--- src/rtl/xmon_pkg.sv ---
package xmon_pkg;

  // One cycle of requests seen by the monitor
  typedef struct packed {
    logic ld;
    logic st;
    logic clr;
    logic exc;
  } xreq_t;

  // Any event that drops the reservation this cycle
  function automatic logic kills_resv(xreq_t r);
    return r.st | r.clr | r.exc;
  endfunction

endpackage

--- src/rtl/xmon_rst_sync.sv ---
module xmon_rst_sync #(
  parameter int STAGES = 2
) (
  input  logic clk,
  input  logic rst_n,
  output logic rst_n_sync
);

  logic [STAGES-1:0] chain_q;
  logic [STAGES-1:0] chain_d;

  always_comb begin
    chain_d = {chain_q[STAGES-2:0], 1'b1};
  end

  always_ff @(posedge clk or negedge rst_n) begin
    if (!rst_n) chain_q <= '0;
    else        chain_q <= chain_d;
  end

  assign rst_n_sync = chain_q[STAGES-1];

endmodule

--- src/rtl/xmon_resv.sv ---
module xmon_resv
  import xmon_pkg::*;
#(
  parameter int ADDR_W   = 32,
  parameter int GRAN_LSB = 2
) (
  input  logic              clk,
  input  logic              rst_n,
  input  xreq_t             req_i,
  input  logic [ADDR_W-1:0] addr_i,
  output logic              tag_o,
  output logic [ADDR_W-1:0] addr_o
);

  localparam logic [ADDR_W-1:0] GMASK = ~((ADDR_W'(1) << GRAN_LSB) - ADDR_W'(1));

  logic              tag_q, tag_d;
  logic [ADDR_W-1:0] addr_q, addr_d;
  logic              take, kill, tag_en, addr_en;

  // next-state
  always_comb begin
    kill    = kills_resv(req_i);
    take    = req_i.ld & ~kill;
    tag_en  = kill | take;
    addr_en = take;
    tag_d   = take;
    addr_d  = addr_i;
  end

  // registers with written-out enables
  always_ff @(posedge clk or negedge rst_n) begin
    if (!rst_n) begin
      tag_q  <= 1'b0;
      addr_q <= '0;
    end else begin
      if (tag_en)  tag_q  <= tag_d;
      if (addr_en) addr_q <= addr_d;
    end
  end

  assign tag_o  = tag_q;
  assign addr_o = addr_q;


  property p_kill_drops;
    @(posedge clk) disable iff (!rst_n) (req_i.st | req_i.clr | req_i.exc) |=> !tag_q;
  endproperty
  tag_cleared_chk: assert property (p_kill_drops);


  property p_load_takes;
    @(posedge clk) disable iff (!rst_n)
      (req_i.ld && !req_i.st && !req_i.clr && !req_i.exc)
      |=> (tag_q && ((addr_q & GMASK) == ($past(addr_i) & GMASK)));
  endproperty
  load_reserves_chk: assert property (p_load_takes);


  property p_blocked_load;
    @(posedge clk) disable iff (!rst_n)
      (req_i.ld && (req_i.st || req_i.clr || req_i.exc)) |=> $stable(addr_q);
  endproperty
  blocked_load_chk: assert property (p_blocked_load);

endmodule

--- src/rtl/xmon_judge.sv ---
module xmon_judge
  import xmon_pkg::*;
#(
  parameter int                ADDR_W    = 32,
  parameter int                GRAN_LSB  = 2,
  parameter int                STAT_W    = 32,
  parameter logic [STAT_W-1:0] FAIL_CODE = STAT_W'(1)
) (
  input  logic              clk,
  input  logic              rst_n,
  input  xreq_t             req_i,
  input  logic [ADDR_W-1:0] addr_i,
  input  logic              tag_i,
  input  logic [ADDR_W-1:0] resv_addr_i,
  output logic              st_en_o,
  output logic [STAT_W-1:0] status_o
);

  localparam logic [ADDR_W-1:0] GMASK = ~((ADDR_W'(1) << GRAN_LSB) - ADDR_W'(1));

  logic [ADDR_W-1:0] diff;
  logic              same_gran, blocked, grant;

  always_comb begin
    diff      = (addr_i ^ resv_addr_i) & GMASK;
    same_gran = (diff == '0);
    blocked   = req_i.clr | req_i.exc;
    grant     = req_i.st & tag_i & same_gran & ~blocked;
    st_en_o   = grant;
    if (!req_i.st)  status_o = '0;
    else if (grant) status_o = '0;
    else            status_o = FAIL_CODE;
  end


  property p_en_needs_st;
    @(posedge clk) disable iff (!rst_n) st_en_o |-> req_i.st;
  endproperty
  en_needs_store_chk: assert property (p_en_needs_st);


  property p_blocked_fails;
    @(posedge clk) disable iff (!rst_n) (req_i.st && (req_i.clr || req_i.exc)) |-> !st_en_o;
  endproperty
  blocked_store_chk: assert property (p_blocked_fails);


  property p_grant_ok;
    @(posedge clk) disable iff (!rst_n) st_en_o |-> (status_o == '0);
  endproperty
  grant_status_chk: assert property (p_grant_ok);


  property p_idle_status;
    @(posedge clk) disable iff (!rst_n) !req_i.st |-> (status_o == '0);
  endproperty
  idle_status_chk: assert property (p_idle_status);


  property p_no_tag_fails;
    @(posedge clk) disable iff (!rst_n) (req_i.st && !tag_i) |-> (!st_en_o && status_o != '0);
  endproperty
  untagged_fail_chk: assert property (p_no_tag_fails);

endmodule

--- src/rtl/excl_monitor.sv ---
module excl_monitor
  import xmon_pkg::*;
#(
  parameter int                ADDR_W    = 32,
  parameter int                GRAN_LSB  = 2,
  parameter int                STAT_W    = 32,
  parameter logic [STAT_W-1:0] FAIL_CODE = STAT_W'(1),
  parameter int                SYNC_STG  = 2
) (
  input  logic              clk,
  input  logic              rst_n,
  input  logic              ld_excl_i,
  input  logic              st_excl_i,
  input  logic              clr_i,
  input  logic              exc_i,
  input  logic [ADDR_W-1:0] addr_i,
  output logic              st_en_o,
  output logic [STAT_W-1:0] st_status_o
);

  logic              rst_n_int;
  xreq_t             req;
  logic              tag;
  logic [ADDR_W-1:0] resv_addr;

  always_comb begin
    req.ld  = ld_excl_i;
    req.st  = st_excl_i;
    req.clr = clr_i;
    req.exc = exc_i;
  end

  xmon_rst_sync #(.STAGES(SYNC_STG)) u_rst (
    .clk        (clk),
    .rst_n      (rst_n),
    .rst_n_sync (rst_n_int)
  );

  xmon_resv #(.ADDR_W(ADDR_W), .GRAN_LSB(GRAN_LSB)) u_resv (
    .clk    (clk),
    .rst_n  (rst_n_int),
    .req_i  (req),
    .addr_i (addr_i),
    .tag_o  (tag),
    .addr_o (resv_addr)
  );

  xmon_judge #(
    .ADDR_W(ADDR_W), .GRAN_LSB(GRAN_LSB), .STAT_W(STAT_W), .FAIL_CODE(FAIL_CODE)
  ) u_judge (
    .clk         (clk),
    .rst_n       (rst_n_int),
    .req_i       (req),
    .addr_i      (addr_i),
    .tag_i       (tag),
    .resv_addr_i (resv_addr),
    .st_en_o     (st_en_o),
    .status_o    (st_status_o)
  );

endmodule

--- config.mk ---
export PLATFORM = sky130hd
export DESIGN_NAME = excl_monitor
export DESIGN_NICKNAME = d
export VERILOG_FILES = /design/src/rtl/xmon_pkg.sv /design/src/rtl/xmon_rst_sync.sv /design/src/rtl/xmon_resv.sv /design/src/rtl/xmon_judge.sv /design/src/rtl/excl_monitor.sv
export SDC_FILE = /design/constraint.sdc
export NUM_CORES = 1
export LEC_CHECK = 0
export BUFFER_PORTS_ARGS = -buffer_cell sky130_fd_sc_hd__buf_2
export CORE_MARGIN = 4
export CORE_UTILIZATION = 52
export DETAILED_ROUTE_END_ITERATION = 8
export PLACE_DENSITY = 0.91
export SYNTH_ARGS = -nofsm -noshare
export SYNTH_HDL_FRONTEND = slang
export SYNTH_SLANG_ARGS = --single-unit
--- constraint.sdc ---
create_clock -name clk -period 1.85 [get_ports clk]
set_clock_uncertainty 0.05 [all_clocks]
set_input_delay 0 -clock clk [delete_from_list [all_inputs] [get_ports clk]]
set_output_delay 0 -clock clk [all_outputs]
set_load 0.02 [all_outputs]
==> run_results.csv, run 1 <==
group,metric,value,unit
logic_synthesis,avgSynthCellArea,12.3,um2
cts,clkLatencyLatePin,0.33,ns
power,leakage,1.11,nW
run,drv_cap,0,
grt,grt_overflow,0,
cts,cts_root_buffer,"clkbuf_4",
sta,max_freq,0.522,GHz
worst_setup_path,crit_path_cell_trace,"xor2_1 -> nor4_2 -> nand4_1 -> o31a_1 -> buf_2",
sta,period_share,104,%
power,p_switching,0.000581,W
worst_setup_path,worstSetupPathType,"flop to primary output",
worst_setup_path,worstPathArrival,1.87,ns
final_layout,diodes,0,
grt,grt_usage,19.4,%
drt,ant_nets,0,
worst_setup_path,rrSetupSlack,0.56,ns
cts,htree_levels,2,
placement,gp_congestion,0.700,
worst_setup_path,cp_max_fo,2,
sta,setup_viol,1,
logic_synthesis,ys_seq_elements,33,
run_status,failed_checks,"setup timing",
die,core-area,3340,um2
worst_setup_path,endpoint_kind,"primary output",
drt,num_vias,1258,
grt,grt_max_degree,32,
power,p_per_area,809,nW/um2
worst_setup_path,start_kind,"flop",
drt,drt_iter0_drc,13,
final_layout,fin_area,2340,um2
worst_setup_path,crit_slowest_cell,"dfrtp_1",
logic_synthesis,ys_seq_area_share,45.6,%
logic_synthesis,yosys.area.top_type,"dfrtp_1",
power,p_clk_share,21.2,%
logic_synthesis,synth_cell_type_count,19,
worst_setup_path,reg2reg_to,"u_resv.tag_o",
logic_synthesis,synth_area,1810,um2
worst_setup_path,crit_buf_inv,1,
logic_synthesis,netlist_instances,147,
cts,cts_tree,"done",
die,die-area,4490,um2
logic_synthesis,synthTopCellsByCount,"dfrtp_1 (33), buf_4 (32), xor2_1 (25)",
die,ioPinCount,71,
logic_synthesis,synth_ff_type,"dfrtp_1",
drt,routedWlPerCell,15.0,um
power,p_int,0.00132,W
worst_setup_path,cp_slowest_stage_delay,0.39,ns
drt,drc,0,
logic_synthesis,synth_warnings,0,
cts,clkSlewWorstSetupHoldPaths,0.10,ns
power,swShare,30.6,%
placement,hpwl,2190,um
die,initial_core_util,54.2,%
die,die_y,67.0,um
sta,whs,0.211,ns
worst_setup_path,worstPathRequired,1.80,ns
logic_synthesis,synth.area.top_cells,"dfrtp_1 (46%), mux2_2 (14%), buf_4 (13%)",
cts,cts_sinks,33,
logic_synthesis,ys_async_sr_fraction,100,%
grt,grt_pass1_wl,6220,um
final_layout,area_growth,29.6,%
placement,numPortBuffers,37,
final_layout,fin_cells,268,
sta,drv_slew,0,
worst_setup_path,reg2reg_from,"u_resv.tag_o",
die,rows,21,
placement,dpl_cell_area,1920,um2
grt,grt_pass1_vias,1333,
logic_synthesis,yosysTopAreaCellShare,45.6,%
sta,final-hold-violation-count,0,
final_layout,nets,260,
sta,setup_slack,-0.0656,ns
logic_synthesis,synth_edf_count,0,
drt,drt_first_pass_iters,4,
run_status,status,"complete, but fails checks",
cts,post_cts_buffers,0,
cts,ctsLongestPathBuffers,2,
worst_hold_path,hold_class,"flop to asynchronous set/reset pin",
worst_setup_path,critPathTopFamily,"simple AND/OR/NAND/NOR gates",
sta,finalSetupTns,-0.0656,ns
power,pwr-share-seq,51.3,%
worst_setup_path,cp.depth,5,
sta,fin_crit,1.92,ns
power,peakVddDrop,610,uV
sta,rsz0062_at_grt,"true",
power,share_comb_of_total_power,27.5,%
drt,vias_per_cell,4.69,
drt,wirelength,4010,um
cts,cts_buffers,5,
grt,antenna_found_initial,0,
die,fp.dieW,67.0,um
final_layout,drive_above_1_share,32.4,%
worst_setup_path,rr_worst_depth,2,
placement,dp.cells,227,
logic_synthesis,yosysMostFrequentCell,"dfrtp_1",
state kept, by name (all words and copies together) (netlist names):
signal / count
u_resv.addr_o: 30
u_resv.tag_o: 1
u_rst.chain_q: 2
kinds of logic (layout without fill, tap and decap cells):
logic type,after synthesis,count (layout),share of synthesized area [%]
compound gates,5,5,2.28
buf+inv,36,81,15.4
other cells,2,32,0.415
mux,29,29,18.1
flops,33,33,45.6
xor+xnor,29,29,14.0
simple gates,13,13,4.22
through the flow:
step / total power, W / util (%) / worst slack, ns
finish: 0.00190 / 70.3 / -0.0656
global route: 0.00201 / 70.3 / -0.174
CTS: 0.00187 / 69.9 / -0.0510
detailed placement: 0.00139 / 57.5 / 0.276
global placement: 0.00136 / 57.5 / 0.269
floorplan: 0.00133 / - / 0.373
placed cells by master, fill, tap and decap left out, types with 2 or more instances in the layout:
cell and instances:
buf_2 37, clkbuf_4 5, conb_1 32, dfrtp_1 33
dlygate4sd3_1 34, mux2_1 7, mux2_2 22, nand4_1 3
nor3_1 2, nor4_2 5, xnor2_1 4, xor2_1 25
power by group through the flow:
stage	registers, W	logic [W]	clock network [W]
final	0.000973	0.000521	0.000403
after global routing	0.000987	0.000570	0.000453
after CTS	0.000963	0.000486	0.000416
after detailed placement	0.000979	0.000414	0
after global placement	0.000964	0.000398	0
after floorplan	0.000965	0.000363	0
routing by layer:
layer / part of all wire [%] / up-vias / routed length [um] / track usage [%]
met5: 0 / - / 0 / 0
met4: 4.1 / 0 / 163 / 9.37
met3: 7.2 / 16 / 288 / 5.73
met2: 55 / 56 / 2220 / 36.1
met1: 33 / 601 / 1340 / 19.2
li1: - / 585 / - / -
area by class of cell:
type	count	area, um2
sequential	33	826
tap	46	57.6
multi-input combinational	108	850
inverter	1	3.75
fill	227	992
timing repair buffer	73	553
clock buffer	7	55.1
worst max-delay path by stage:
stage	start	to	slack, ns
after CTS	u_resv.addr_o[6]	st_status_o[0]	-0.05
after global placement	u_resv.addr_o[26]	st_status_o[0]	0.27
after detailed placement	u_resv.addr_o[26]	st_status_o[0]	0.28
after floorplan	u_resv.addr_o[17]	st_en_o	0.37
final	u_resv.addr_o[15]	st_status_o[0]	-0.07
after global routing	u_resv.addr_o[13]	st_status_o[0]	-0.17
repair_timing:
action	4_1_cts	5_1_grt
hold endpoints to repair	33	0
hold buffers	34	0
gates resized for setup	3	2
pin swaps	2	3
endpoints found under the setup margin	2	2
No activity file was read; power rests on OpenSTA's default activity.
==> inputs of run 2 (changes only) <==
RECOVER_POWER = 100   (was default)
SKIP_LAST_GASP = 1   (was default)
==> run 2 against run 1 <==
Effect of this change: the flow still finishes with violations (setup timing); total power decreased by 0.14%; routed wire length hardly changed; worst hold slack better by 0.11 ns; combinational power is essentially flat; critical path type unchanged.
==> run_results.csv, run 2 (same netlist as run 1, synthesis figures left out) <==
group,metric,value,unit
final_layout,area_growth,28.6,%
power,leakage,1.10,nW
final_layout,diodes,0,
final_layout,layout_commonest_cell,"buf_2",
cts,clkSlewWorstSetupHoldPaths,0.09,ns
die,rows,21,
worst_setup_path,start_kind,"flop",
grt,grt_pass1_wl,6220,um
final_layout,largest_register_ffs,30,
worst_setup_path,crit_path_cell_trace,"xor2_1 -> nor4_2 -> nand4_1 -> o31a_1 -> buf_2",
worst_setup_path,cp_slowest_stage_delay,0.39,ns
worst_setup_path,endpoint_kind,"primary output",
worst_setup_path,cp_max_fo,2,
grt,grt_overflow,0,
sta,final-hold-violation-count,0,
grt,grt_max_degree,32,
cts,cts_buffers,5,
die,die-area,4490,um2
placement,numPortBuffers,37,
drt,routedWlPerCell,15.0,um
cts,cts_root_buffer,"clkbuf_4",
cts,clkLatencyLatePin,0.33,ns
final_layout,drive_above_1_share,32.4,%
final_layout,regArea,826,um2
final_layout,fillers,229,
sta,fin_crit,1.91,ns
die,initial_core_util,54.2,%
drt,drt_first_pass_iters,4,
drt,ant_nets,0,
final_layout,final_cell_mix,"buf_2 (37), dlygate4sd3_1 (34), dfrtp_1 (33)",
run,drv_cap,0,
cts,cts_tree,"done",
cts,cts_sinks,33,
placement,dp.cells,227,
sta,setup_slack,-0.0606,ns
cts,htree_levels,2,
final_layout,nets,260,
sta,rsz0062_at_grt,"true",
sta,max_freq,0.523,GHz
power,peakVddDrop,610,uV
placement,gp_congestion,0.700,
worst_setup_path,worstPathArrival,1.86,ns
grt,grt_usage,19.4,%
final_layout,fin_cells,268,
die,ioPinCount,71,
power,p_per_area,814,nW/um2
drt,drc,0,
grt,antenna_found_initial,0,
die,fp.dieW,67.0,um
drt,drt_iter0_drc,11,
sta,drv_slew,0,
drt,num_vias,1260,
die,core-area,3340,um2
run_status,failed_checks,"setup timing",
worst_setup_path,worstPathRequired,1.80,ns
sta,period_share,103,%
sta,worst_pin_slew,0.764,ns
grt,grt_pass1_vias,1333,
drt,vias_per_cell,4.70,
die,die_y,67.0,um
sta,setup_viol,1,
final_layout,multiInputGateArea,850,um2
sta,slew_headroom,49.1,%
placement,hpwl,2190,um
worst_hold_path,hold_class,"flop to flop",
run_status,status,"complete, but fails checks",
cts,ctsLongestPathBuffers,2,
worst_setup_path,worstSetupPathType,"flop to primary output",
worst_setup_path,crit_slowest_cell,"dfrtp_1",
drt,wirelength,4010,um
final_layout,fin_area,2330,um2
placement,dpl_cell_area,1920,um2
[run 2: area by class of cell]
class                      instances  share of cell area, %
timing repair buffer              73                   23.0
sequential                        33                   35.5
inverter                           1                  0.161
tap                               46                   2.47
multi-input combinational        108                   36.5
clock buffer                       7                   2.37
[run 2: metrics by stage]
stage | utilization [%] | total power, W | setup WS [ns] | hold slack [ns] | TNS (ns)
after floorplan | - | 0.00133 | 0.373 | -0.346 | 0
after global placement | 57.5 | 0.00136 | 0.269 | -0.265 | 0
after detailed placement | 57.5 | 0.00139 | 0.276 | -0.264 | 0
after CTS | 69.9 | 0.00187 | -0.0510 | 0.217 | -0.0510
after global routing | 69.7 | 0.00201 | -0.174 | 0.325 | -0.324
final | 69.7 | 0.00189 | -0.0606 | 0.317 | -0.0606
[run 2: final timing paths]
kind,slack [ns],end,startpoint,cells past startpoint
max reg2reg,0.56,u_resv.tag_o,u_resv.tag_o,2
max in group asynchronous,0.91,u_resv.addr_o[28],u_rst.chain_q[1],1
min reg2reg,0.32,u_rst.chain_q[1],u_rst.chain_q[0],0
min in group asynchronous,0.35,u_resv.addr_o[7],u_rst.chain_q[1],1
max,-0.06,st_status_o[0],u_resv.addr_o[15],5
min,0.32,u_rst.chain_q[1],u_rst.chain_q[0],0
[run 2: report_power, final]
group          leakage [nW]  switching, W  internal, W  total [W]
Combinational         0.673      0.000252     0.000265   0.000518
Sequential            0.397      0.000104     0.000868   0.000972
Clock                0.0314      0.000224     0.000179   0.000403
[run 2: per-layer routing]
layer  GRT usage (%)  vias up  share of wire [%]
met5               0        -                  0
met4            9.37        0                4.1
met3            5.73       16                7.2
met2            36.1       56                 55
met1            19.2      601                 33
li1                -      587                  -
[run 2: worst max-delay path: cells and delay by family (launching register included)]
kind,cells,cell delay (ns)
simple gates,2,0.49
flops,1,0.39
compound gates,1,0.31
xor+xnor,1,0.17
buf+inv,1,0.16
[run 2: repair_timing]
action                                 4_1_cts  5_1_grt
pin swaps                                    2        3
setup endpoints to repair                    2        2
hold buffers                                34        0
endpoints found under the hold margin       33        0
buffers inserted                             0        0
resized for setup                            3        2
==> inputs of run 3 (changes only) <==
CORE_MARGIN = default   (was 4)
REMOVE_ABC_BUFFERS = 1   (was default)
==> run 3 against run 2 <==
Effect of this change: the run still ends with setup timing left; maximum frequency down 2.0%; total power up 1.5%; design area up 0.91%; via count down 1.3%; non-clock buffer count up 1; critical endpoint unchanged; first-iteration DRC count up 91%.
==> run_results.csv, run 3 (same netlist as run 1, synthesis figures left out) <==
group,metric,value,unit
cts,cts_sinks,33,
power,p_per_area,818,nW/um2
die,die-area,3720,um2
final_layout,diodes,0,
drt,drt_iter0_drc,21,
die,die_y,61.0,um
sta,rsz0062_at_grt,"true",
worst_setup_path,start_kind,"flop",
placement,dpl_cell_area,1920,um2
final_layout,layout_commonest_cell,"buf_2",
drt,wirelength,3250,um
placement,gp_congestion,0.772,
power,peakVddDrop,563,uV
final_layout,area_growth,29.8,%
worst_setup_path,crit_path_cell_trace,"xor2_1 -> nor4_1 -> nand4_1 -> o31a_1 -> buf_6",
sta,worst_pin_slew,0.767,ns
sta,max_freq,0.513,GHz
drt,drc,0,
final_layout,multiInputGateArea,842,um2
worst_setup_path,crit_slowest_cell,"dfrtp_1",
drt,drt_first_pass_iters,3,
placement,place_ws,0.262,ns
placement,numPortBuffers,37,
cts,htree_levels,2,
sta,setup_viol,2,
worst_setup_path,cp_slowest_stage_delay,0.41,ns
sta,slew_headroom,48.9,%
final_layout,fin_area,2350,um2
cts,cts_tree,"done",
grt,grt_usage,19.9,%
final_layout,regArea,826,um2
drt,ant_nets,0,
worst_setup_path,critPathTopFamily,"simple AND/OR/NAND/NOR gates",
final_layout,largest_register_ffs,30,
cts,cts_root_buffer,"clkbuf_4",
grt,grt_overflow,0,
sta,drv_slew,0,
run_status,failed_checks,"setup timing",
grt,grt_pass1_vias,1190,
sta,fin_crit,1.95,ns
sta,setup_slack,-0.100,ns
sta,final-hold-violation-count,0,
worst_setup_path,worstSetupPathType,"flop to primary output",
drt,vias_per_cell,4.60,
grt,grt_max_degree,32,
final_layout,fin_util,70.4,%
run,drv_cap,0,
die,ioPinCount,71,
drt,routedWlPerCell,12.1,um
sta,whs,0.298,ns
worst_setup_path,worstPathRequired,1.80,ns
worst_setup_path,endpoint_kind,"primary output",
run_status,status,"complete, but fails checks",
placement,hpwl,1990,um
final_layout,drive_above_1_share,33.0,%
worst_setup_path,cp_max_fo,2,
worst_setup_path,worstPathArrival,1.90,ns
grt,grt_pass1_wl,5090,um
worst_setup_path,crit_buf_inv,1,
cts,clkSlewWorstSetupHoldPaths,0.10,ns
die,initial_core_util,54.2,%
die,fp.dieW,61.0,um
die,rows,21,
sta,period_share,105,%
worst_hold_path,hold_class,"input pin to primary output",
die,core-area,3340,um2
cts,ctsLongestPathBuffers,2,
final_layout,final_cell_mix,"buf_2 (36), dlygate4sd3_1 (34), dfrtp_1 (33)",
cts,clkLatencyLatePin,0.33,ns
cts,cts_buffers,5,
grt,antenna_found_initial,0,
power,leakage,1.12,nW
final_layout,nets,261,
final_layout,fillers,237,
drt,num_vias,1243,
-- run 3: per-stage QoR --
stage	total power [W]	instances	setup TNS [ns]
final	0.00192	270	-0.144
after global routing	0.00205	270	-0.309
after CTS	0.00192	269	-0.165
after detailed placement	0.00139	227	0
after global placement	0.00136	227	0
after floorplan	0.00127	142	0
-- run 3: path summary, 6_finish.rpt --
check,endpoint,slack (ns),depth (start not counted),start
worst max-delay path,st_status_o[0],-0.10,5,u_resv.addr_o[22]
worst min-delay path,st_status_o[0],0.30,3,st_excl_i
worst max register to register,u_resv.tag_o,0.58,2,u_resv.tag_o
worst min register to register,u_rst.chain_q[1],0.31,0,u_rst.chain_q[0]
max in group asynchronous,u_resv.addr_o[17],0.91,1,u_rst.chain_q[1]
min in group asynchronous,u_resv.addr_o[8],0.36,1,u_rst.chain_q[1]
-- run 3: final cells by class --
class / count / area share (%)
clock buffers: 7 / 2.77
clock inverters: 1 / 0.213
inverters: 1 / 0.160
multi-input cells: 108 / 35.9
flip-flops and latches: 33 / 35.2
well taps: 46 / 2.45
repair buffers: 74 / 23.4
-- run 3: power breakdown --
part           total, W  internal [W]  switching, W
Sequential     0.000966      0.000868     0.0000983
Combinational  0.000493      0.000269      0.000225
Clock          0.000462      0.000220      0.000241
-- run 3: worst min-delay path, stage by stage --
cell    delay [ns]
buf_2         0.12
o31a_1        0.11
buf_6         0.12
-- run 3: routing by layer --
layer / global-route usage (%) / routed length, um
met1: 20.8 / 1330
met3: 8.32 / 202
met2: 35.3 / 1700
met5: 0 / 0
met4: 7.79 / 27
-- run 3: repair_timing --
action                                  in CTS  in global routing
gates resized for setup                      2                  4
hold endpoints to repair                    33                  0
endpoints found under the setup margin       2                  2
pin swaps                                    2                  3
buffers inserted                             0                  1
hold buffers                                34                  0
cloned                                       0                  0
